--- src/rtl/baud_pkg.sv ---
package baud_pkg;
  localparam int unsigned CD_W     = 12;
  localparam int unsigned PRE_SLOW = 8;
  localparam int unsigned OS_RATIO = 16;
  typedef enum logic {MODE_ASYNC = 1'b0, MODE_SYNC = 1'b1} mode_e;
endpackage

--- src/rtl/baud_prescale.sv ---
module baud_prescale #(
  parameter int unsigned SLOW = baud_pkg::PRE_SLOW
) (
  input  logic clk_i,
  input  logic rst_ni,
  input  logic sel_i,
  input  logic reload_i,
  output logic en_o
);
  localparam int unsigned PW = (SLOW > 1) ? $clog2(SLOW) : 1;

  logic          half_q;
  logic          sel_q;
  logic [PW-1:0] pcnt_q;
  logic          pwrap;

  assign pwrap = (pcnt_q == PW'(SLOW - 1));

  always_ff @(posedge clk_i or negedge rst_ni) begin
    if (!rst_ni) begin
      half_q <= 1'b0;
      sel_q  <= 1'b0;
      pcnt_q <= '0;
    end else begin
      half_q <= ~half_q;
      // prescale select only changes at a counter terminal count
      if (reload_i) sel_q <= sel_i;
      if (half_q) pcnt_q <= pwrap ? '0 : pcnt_q + 1'b1;
    end
  end

  assign en_o = half_q & (~sel_q | pwrap);
endmodule

--- src/rtl/baud_reload.sv ---
module baud_reload #(
  parameter int unsigned CD_W = baud_pkg::CD_W
) (
  input  logic            clk_i,
  input  logic            rst_ni,
  input  logic            tick_i,
  input  logic [CD_W-1:0] div_i,
  output logic            reload_o,
  output logic            int_en_o,
  output logic            int_sq_o
);
  logic [CD_W-1:0] cnt_q;
  logic            sq_q;

  assign reload_o = tick_i & (cnt_q == '0);

  always_ff @(posedge clk_i or negedge rst_ni) begin
    if (!rst_ni) begin
      cnt_q <= '0;
      sq_q  <= 1'b0;
    end else if (tick_i) begin
      if (cnt_q == '0) begin
        cnt_q <= div_i;
        sq_q  <= ~sq_q;
      end else begin
        cnt_q <= cnt_q - 1'b1;
      end
    end
  end

  assign int_en_o = reload_o & sq_q;
  assign int_sq_o = sq_q;
endmodule

--- src/rtl/baud_taps.sv ---
module baud_taps #(
  parameter int unsigned OS_RATIO = baud_pkg::OS_RATIO
) (
  input  logic clk_i,
  input  logic rst_ni,
  input  logic int_en_i,
  input  logic int_sq_i,
  input  logic mode_i,
  input  logic tmr_fast_i,
  input  logic sclk_div_i,
  input  logic sclk_pol_i,
  input  logic irq_en_i,
  input  logic irq_ack_i,
  output logic os16_en_o,
  output logic x2_en_o,
  output logic bit_en_o,
  output logic tick_o,
  output logic sclk_o,
  output logic irq_o
);
  import baud_pkg::*;
  localparam int unsigned SW = $clog2(OS_RATIO);

  logic [SW-1:0] sub_q;
  logic          wrap;
  logic          sync_m;
  logic          sclk_src;
  logic          sclk_q;
  logic          irq_q;

  assign sync_m = (mode_e'(mode_i) == MODE_SYNC);
  assign wrap   = int_en_i & (sub_q == SW'(OS_RATIO - 1));

  assign os16_en_o = int_en_i & ~sync_m;
  assign x2_en_o   = int_en_i & sync_m;
  assign bit_en_o  = sync_m ? (int_en_i & sub_q[0]) : wrap;
  assign tick_o    = tmr_fast_i ? int_en_i : wrap;

  always_comb begin
    if (sync_m)          sclk_src = sub_q[0];
    else if (sclk_div_i) sclk_src = sub_q[SW-1];
    else                 sclk_src = int_sq_i;
  end

  always_ff @(posedge clk_i or negedge rst_ni) begin
    if (!rst_ni) begin
      sub_q  <= '0;
      sclk_q <= 1'b0;
      irq_q  <= 1'b0;
    end else begin
      if (int_en_i) sub_q <= sub_q + 1'b1;
      sclk_q <= sclk_src ^ sclk_pol_i;
      // a new tick outranks a simultaneous acknowledge
      if (tick_o && irq_en_i) irq_q <= 1'b1;
      else if (irq_ack_i)     irq_q <= 1'b0;
    end
  end

  assign sclk_o = sclk_q;
  assign irq_o  = irq_q;
endmodule

--- src/rtl/baud_gen.sv ---
module baud_gen #(
  parameter int unsigned CD_W     = baud_pkg::CD_W,
  parameter int unsigned PRE_SLOW = baud_pkg::PRE_SLOW,
  parameter int unsigned OS_RATIO = baud_pkg::OS_RATIO
) (
  input  logic            clk_i,
  input  logic            rst_ni,
  input  logic [CD_W-1:0] div_i,
  input  logic            pre_sel_i,
  input  logic            tmr_fast_i,
  input  logic            mode_i,
  input  logic            sclk_div_i,
  input  logic            sclk_pol_i,
  input  logic            irq_en_i,
  input  logic            irq_ack_i,
  output logic            os16_en_o,
  output logic            x2_en_o,
  output logic            bit_en_o,
  output logic            sclk_o,
  output logic            irq_o
);
  logic pre_en;
  logic reload;
  logic int_en;
  logic int_sq;
  logic tmr_tick;

  baud_prescale #(.SLOW(PRE_SLOW)) u_pre (
    .clk_i    (clk_i),
    .rst_ni   (rst_ni),
    .sel_i    (pre_sel_i),
    .reload_i (reload),
    .en_o     (pre_en)
  );

  baud_reload #(.CD_W(CD_W)) u_cnt (
    .clk_i    (clk_i),
    .rst_ni   (rst_ni),
    .tick_i   (pre_en),
    .div_i    (div_i),
    .reload_o (reload),
    .int_en_o (int_en),
    .int_sq_o (int_sq)
  );

  baud_taps #(.OS_RATIO(OS_RATIO)) u_taps (
    .clk_i      (clk_i),
    .rst_ni     (rst_ni),
    .int_en_i   (int_en),
    .int_sq_i   (int_sq),
    .mode_i     (mode_i),
    .tmr_fast_i (tmr_fast_i),
    .sclk_div_i (sclk_div_i),
    .sclk_pol_i (sclk_pol_i),
    .irq_en_i   (irq_en_i),
    .irq_ack_i  (irq_ack_i),
    .os16_en_o  (os16_en_o),
    .x2_en_o    (x2_en_o),
    .bit_en_o   (bit_en_o),
    .tick_o     (tmr_tick),
    .sclk_o     (sclk_o),
    .irq_o      (irq_o)
  );
endmodule

--- config.mk ---
export PLATFORM = sky130hd
export DESIGN_NAME = baud_gen
export DESIGN_NICKNAME = d
export VERILOG_FILES = /design/src/rtl/baud_pkg.sv /design/src/rtl/baud_prescale.sv /design/src/rtl/baud_reload.sv /design/src/rtl/baud_taps.sv /design/src/rtl/baud_gen.sv
export SDC_FILE = /design/constraint.sdc
export NUM_CORES = 1
export LEC_CHECK = 0
export BUFFER_PORTS_ARGS = -buffer_cell sky130_fd_sc_hd__buf_2
export CORE_UTILIZATION = 44
export DETAILED_ROUTE_END_ITERATION = 6
export HOLD_SLACK_MARGIN = 0.1
export PLACE_DENSITY = 0.71
export SYNTH_ARGS = -nofsm -noshare
export SYNTH_HDL_FRONTEND = slang
export SYNTH_SLANG_ARGS = --single-unit
--- constraint.sdc ---
create_clock -name clk_i -period 1.91 [get_ports clk_i]
set_input_delay 0.382 -clock clk_i [delete_from_list [all_inputs] [get_ports clk_i]]
set_output_delay 0.382 -clock clk_i [all_outputs]
set_load 0.02 [all_outputs]
# --- After elaboration in Yosys (flattened, before gate mapping) ---
# Cells that the tools add are included.
classes:
  n_eq_ne: 2
  reduce_logical: 4
  bitwise: 13
  add_sub_neg: 3
  mux: 8
ops:
  columns: ["op", "count"]
  rows:
  - ["12-bit logical NOT", 1]
  - ["12-bit two-way mux", 1]
  - ["12-bit by 1-bit subtractor with 12-bit output, second input constant", 1]
  - ["1-bit AND", 7]
  - ["1-bit two-way mux", 6]
  - ["4-bit by 1-bit adder with 4-bit output, second input constant", 1]
  - ["4-bit == test, second input constant", 1]
  - ["1-bit NOT", 4]
  - ["3-bit by 1-bit adder with 3-bit output, second input constant", 1]
  - ["3-bit == test, second input constant", 1]
  - ["3-bit two-way mux", 1]
  - ["2-bit AND reduction", 1]
  - ["2-bit nonzero test", 1]
  - ["1-bit logical AND", 1]
  - ["1-bit OR", 1]
  - ["1-bit bitwise XOR", 1]
totals:
  wordCells: 38
  reg_bits: 24

# --- Logic depth before layout (Yosys ltp) ---
logic_depth:
  depth_word: 9
  depth_mapped: 7
  mapped_depth_nobuf: 6

# --- By module ---
# A second synthesis with hierarchy kept.
unflattened:
  hier_cells: 125
  area_unflattened_um2: 1332.5
by_module_without_submodules:
  columns: ["mod", "area_per_inst_um2", "seq_area_each_um2", "cells_per_inst", "n_inst"]
  rows:
  - ["baud_reload", 812.0, 325.3, 83, 1]
  - ["baud_taps", 304.0, 150.1, 27, 1]
  - ["baud_prescale", 216.5, 125.1, 15, 1]

# --- Worst setup path before layout ---
# OpenSTA, ideal clock, no wires.
synth_timing:
  kind: "flip-flop to output port"
  from: "register u_cnt.cnt_q[0]"
  to: "output bit_en_o"
  arrival_time_ps: 1588
  n_path_buf: 0
  slack_ps: -60
  stages_incl_launch_ff: 7
  cell_sequence: "dfrtp_1 > inv_1 > ha_1 > nor4b_2 > and2_1 > nand3_4 > a21oi_1"
synth_between:
  elab_chain_len: 5
  elab_cells_between_ends: 6
  cone_classes: "mux: 1; bitwise: 4; reduce/logical: 1"
synth_rtl:
  columns: ["element", "line_no", "rtl"]
  rows:
  - ["start: declaration", "baud_reload.sv:12", "logic [CD_W-1:0] cnt_q;"]
  - ["start signal: assignment", "baud_reload.sv:23", "cnt_q <= div_i;"]
  - ["start signal: assignment", "baud_reload.sv:26", "cnt_q <= cnt_q - 1'b1;"]
  - ["12-bit logical NOT (*)", "baud_reload.sv:15", "assign reload_o = tick_i & (cnt_q == '0);"]
  - ["1-bit AND (*)", "baud_reload.sv:15", null]
  - ["1-bit AND (*)", "baud_reload.sv:31", "assign int_en_o = reload_o & sq_q;"]
  - ["1-bit AND (on tied branches)", "baud_taps.sv:32, baud_taps.sv:36", null]
  - ["1-bit two-way mux (*)", "baud_taps.sv:36", "assign bit_en_o = sync_m ? (int_en_i & sub_q[0]) : wrap;"]
  - ["end: declaration", "baud_gen.sv:18", "output logic bit_en_o,"]
# Every way passes the cells marked *; elsewhere a longest branch is shown, timed or not.

# --- Worst setup path in the final report ---
layout_timing:
  from: "register u_cnt.cnt_q[1]"
  to: "output x2_en_o"
layout_between:
  elab_chain_len: 4
layout_rtl:
  columns: ["element", "line_no", "rtl"]
  rows:
  - ["12-bit logical NOT", "baud_reload.sv:15", null]
  - ["1-bit AND", "baud_reload.sv:15", null]
  - ["1-bit AND", "baud_reload.sv:31", null]
  - ["1-bit AND", "baud_taps.sv:35", "assign x2_en_o = int_en_i & sync_m;"]
  - ["end: declaration", "baud_gen.sv:17", "output logic x2_en_o,"]
# No other way between the ends.

==> results.ini <==
[synthesis]
ys_seq_area_share_pct = 43.5
postSynthCellCount = 130
syn_nets = 156
synth_area_leaders = dfrtp_1 (43%), ha_1 (4.5%), mux2_2 (3.3%)
synth_top_area_share_pct = 43.5
synth_top_cell_by_area = dfrtp_1
synth-async-reset-ratio_pct = 100
synth_edf_count = 0
yosysWarnings = 0
syn_area_um2 = 1380
ys_ff_latch = 24
synth_cell_types = 48
synthFlopType = dfrtp_1
synth.avg_cell_area_um2 = 10.6

[critical_path]
reg2reg_depth = 11
rr_endpoint = u_cnt.cnt_q[6]
r2r_setup_slack_ps = -230
cp_data_required_time_ps = 1530
start_kind = flop
end_kind = output port
cp-startpoint = u_cnt.cnt_q[1]
endpoint = x2_en_o
critical_path.max_fanout = 5
critical_path.max_stage_delay_ps = 420
rr_startpoint = u_cnt.cnt_q[0]
worst_path_max_delay_cell = dfrtp_1
path_cells = inv_2 > ha_4 > nor4b_4 > and2_4 > nand3_4 > nor2_2 > buf_4
critPathKind = flop to output port
worst-endpoint-arrival_ps = 1790

[placement]
gp_congestion = 0.788
portBuffers = 25
hpwl_um = 2360
postPlaceCellArea_um2 = 1660

[job]
drv_cap = 0

[power_and_ir_drop]
p_leak_uw = 0.000830
p_sw_uw = 197
irDropWorstVdd_mv = 0.308
p_int_uw = 751
swShare_pct = 20.7
cellPowerDensity_nw_per_um2 = 513
p_comb_share_pct = 5.1
clock_power_share_pct = 39.3
seqPwrFrac_pct = 55.5

[floorplan]
die_width_um = 58.0
io_pins = 26
floorplan.core_area_um2 = 2850
die-area_um2 = 3370
initial_utilization_pct = 48.4
placementRows = 19
die_h_um = 58.0

[sta]
hold_viol = 0
drv_slew = 0
period_share_pct = 113
fmax_ghz = 0.461
slew_headroom_pct = 63.0
tightest_slew_ps = 554
min_period_ps = 2170
fin_ws_ps = -258
fin_skew_ps = 1.61
rsz0062_at_grt = yes
hold_ws_ps = 225
finalSetupViolCount = 5

[routing]
drt_iter0_drc = 36
drtAntennaViolNets = 0
drt-wirelength-per-cell_um = 15.7
drc_errors = 0
totalWireLength_um = 3310
vias_per_cell = 5.76
vias = 1216
firstDrtPassIters = 6

[finish]
nFillCells = 228
layout_common_cells = buf_4 (27), dfrtp_1 (24), buf_2 (22)
syn_to_final_growth_pct = 33.8
diodes = 0
regArea_um2 = 601
drive_gt1_share_pct = 46.7
layout_commonest_cell = buf_4
fin_area_um2 = 1850
multiInputGateArea_um2 = 807
fin_nets = 207

[run_status]
outcome = finished, violations left
violations = negative setup slack

[global_routing]
grt_pass1_wl_um = 5540
grt_usage_pct = 21.7
grt-ovfl-total = 0
first_global_vias = 1227
grt_max_degree = 25
grt_antenna_before_repair = 0

[clock_tree]
clock_path_buffers = 2
cts_root_buffer = clkbuf_4
cts_tree = done
clk_transition_reported_paths_ps = 140
clock-sinks = 24
cts_made_buffers = 3
clock_latency_ps = 310
htreeDepth = 1

[hold_path]
hold_depth = 2
hp-class = primary input to flop

## state kept, by name, indices dropped and copies added, names as in the netlist
name,flops
u_pre.pcnt_q,3
u_pre.sel_q,1
u_pre.half_q,1
u_cnt.int_sq_o,1
u_cnt.cnt_q,12
u_taps.irq_o,1
u_taps.sub_q,4
u_taps.sclk_o,1
## worst max-delay path, delay by kind of cell (launching register included)
| family | cells | cell delay (ps) |
|---|---|---|
| simple gates | 4 | 670 |
| flops | 1 | 420 |
| buf+inv | 2 | 240 |
| fa+ha+maj | 1 | 140 |
## final cells by class
type                       instances  area share (%)
inverter                           7            1.42
timing repair buffer              50            17.5
sequential                        24            32.5
clock buffer                       3            1.22
clock inverter                     1            1.62
multi-input combinational         95            43.7
tap                               31            2.10
## how the worst min path moves through the flow
stage                           from             end  slack (ps)
final                     sclk_pol_i   u_taps.sclk_o         230
after global routing       irq_ack_i    u_taps.irq_o         210
after detailed placement      rst_ni  u_cnt.cnt_q[0]         410
after CTS                 sclk_pol_i   u_taps.sclk_o         220
after global placement        rst_ni  u_cnt.cnt_q[3]         390
after floorplan               rst_ni  u_cnt.cnt_q[0]          90
## repair_timing
action / in CTS / in global routing
cloned: 0 / 0
hold endpoints to repair: 24 / 0
buffers inserted: 5 / 1
hold buffers: 1 / 0
gates resized for setup: 16 / 4
pin swaps: 3 / 6
setup endpoints to repair: 4 / 8
## power by group through the flow
stage	Sequential (uW)	Clock [uW]	Combinational, uW
after CTS	525	383	49.0
after detailed placement	535	0	47.1
after global routing	528	406	54.5
after floorplan	535	0	11.4
final	526	373	48.7
after global placement	534	0	45.1
## through the flow
stage | setup slack [ps] | utilization, % | total power (uW) | TNS (ps) | cells
5_1_grt | -378 | 64.8 | 988 | -1860 | 211
6_report | -258 | 64.8 | 948 | -1060 | 211
3_3_place_gp | 25.8 | 58.2 | 580 | 0 | 200
3_5_place_dp | -1.92 | 58.2 | 582 | -1.92 | 200
2_1_floorplan | -5.83 | - | 546 | -11.7 | 130
4_1_cts | -223 | 63.9 | 957 | -826 | 210
## metal layers
metal	vias to the layer above	global-route usage, %	wire length, um
met3	2	2.01	94
met1	605	27.8	1440
met5	-	0	0
li1	586	-	-
met4	0	6.80	19
met2	23	38.6	1760
## synth_stat cells, drive strengths merged, types with 3 or more instances
master / number
a211oi: 4
a21oi: 3
a31oi: 3
and3: 4
buf: 4
dfrtp: 24
ha: 5
inv: 7
mux2: 5
nand2: 7
nand2b: 3
nand3: 8
nand4: 3
nor2: 8
nor3: 4
nor4: 4
o21ai: 4
xnor2: 3
## cell families after synthesis
kind of cell               share of synthesized area (%)
muxes                                               4.80
and+or+nand+nor                                     26.7
buffers and inverters                               3.71
xor gates and xnor gates                            3.17
adders and majority gates                           4.53
DFF                                                 43.5
AOI/OAI and AO/OA                                   13.6
Note: power is estimated with default switching activity, not from simulation.
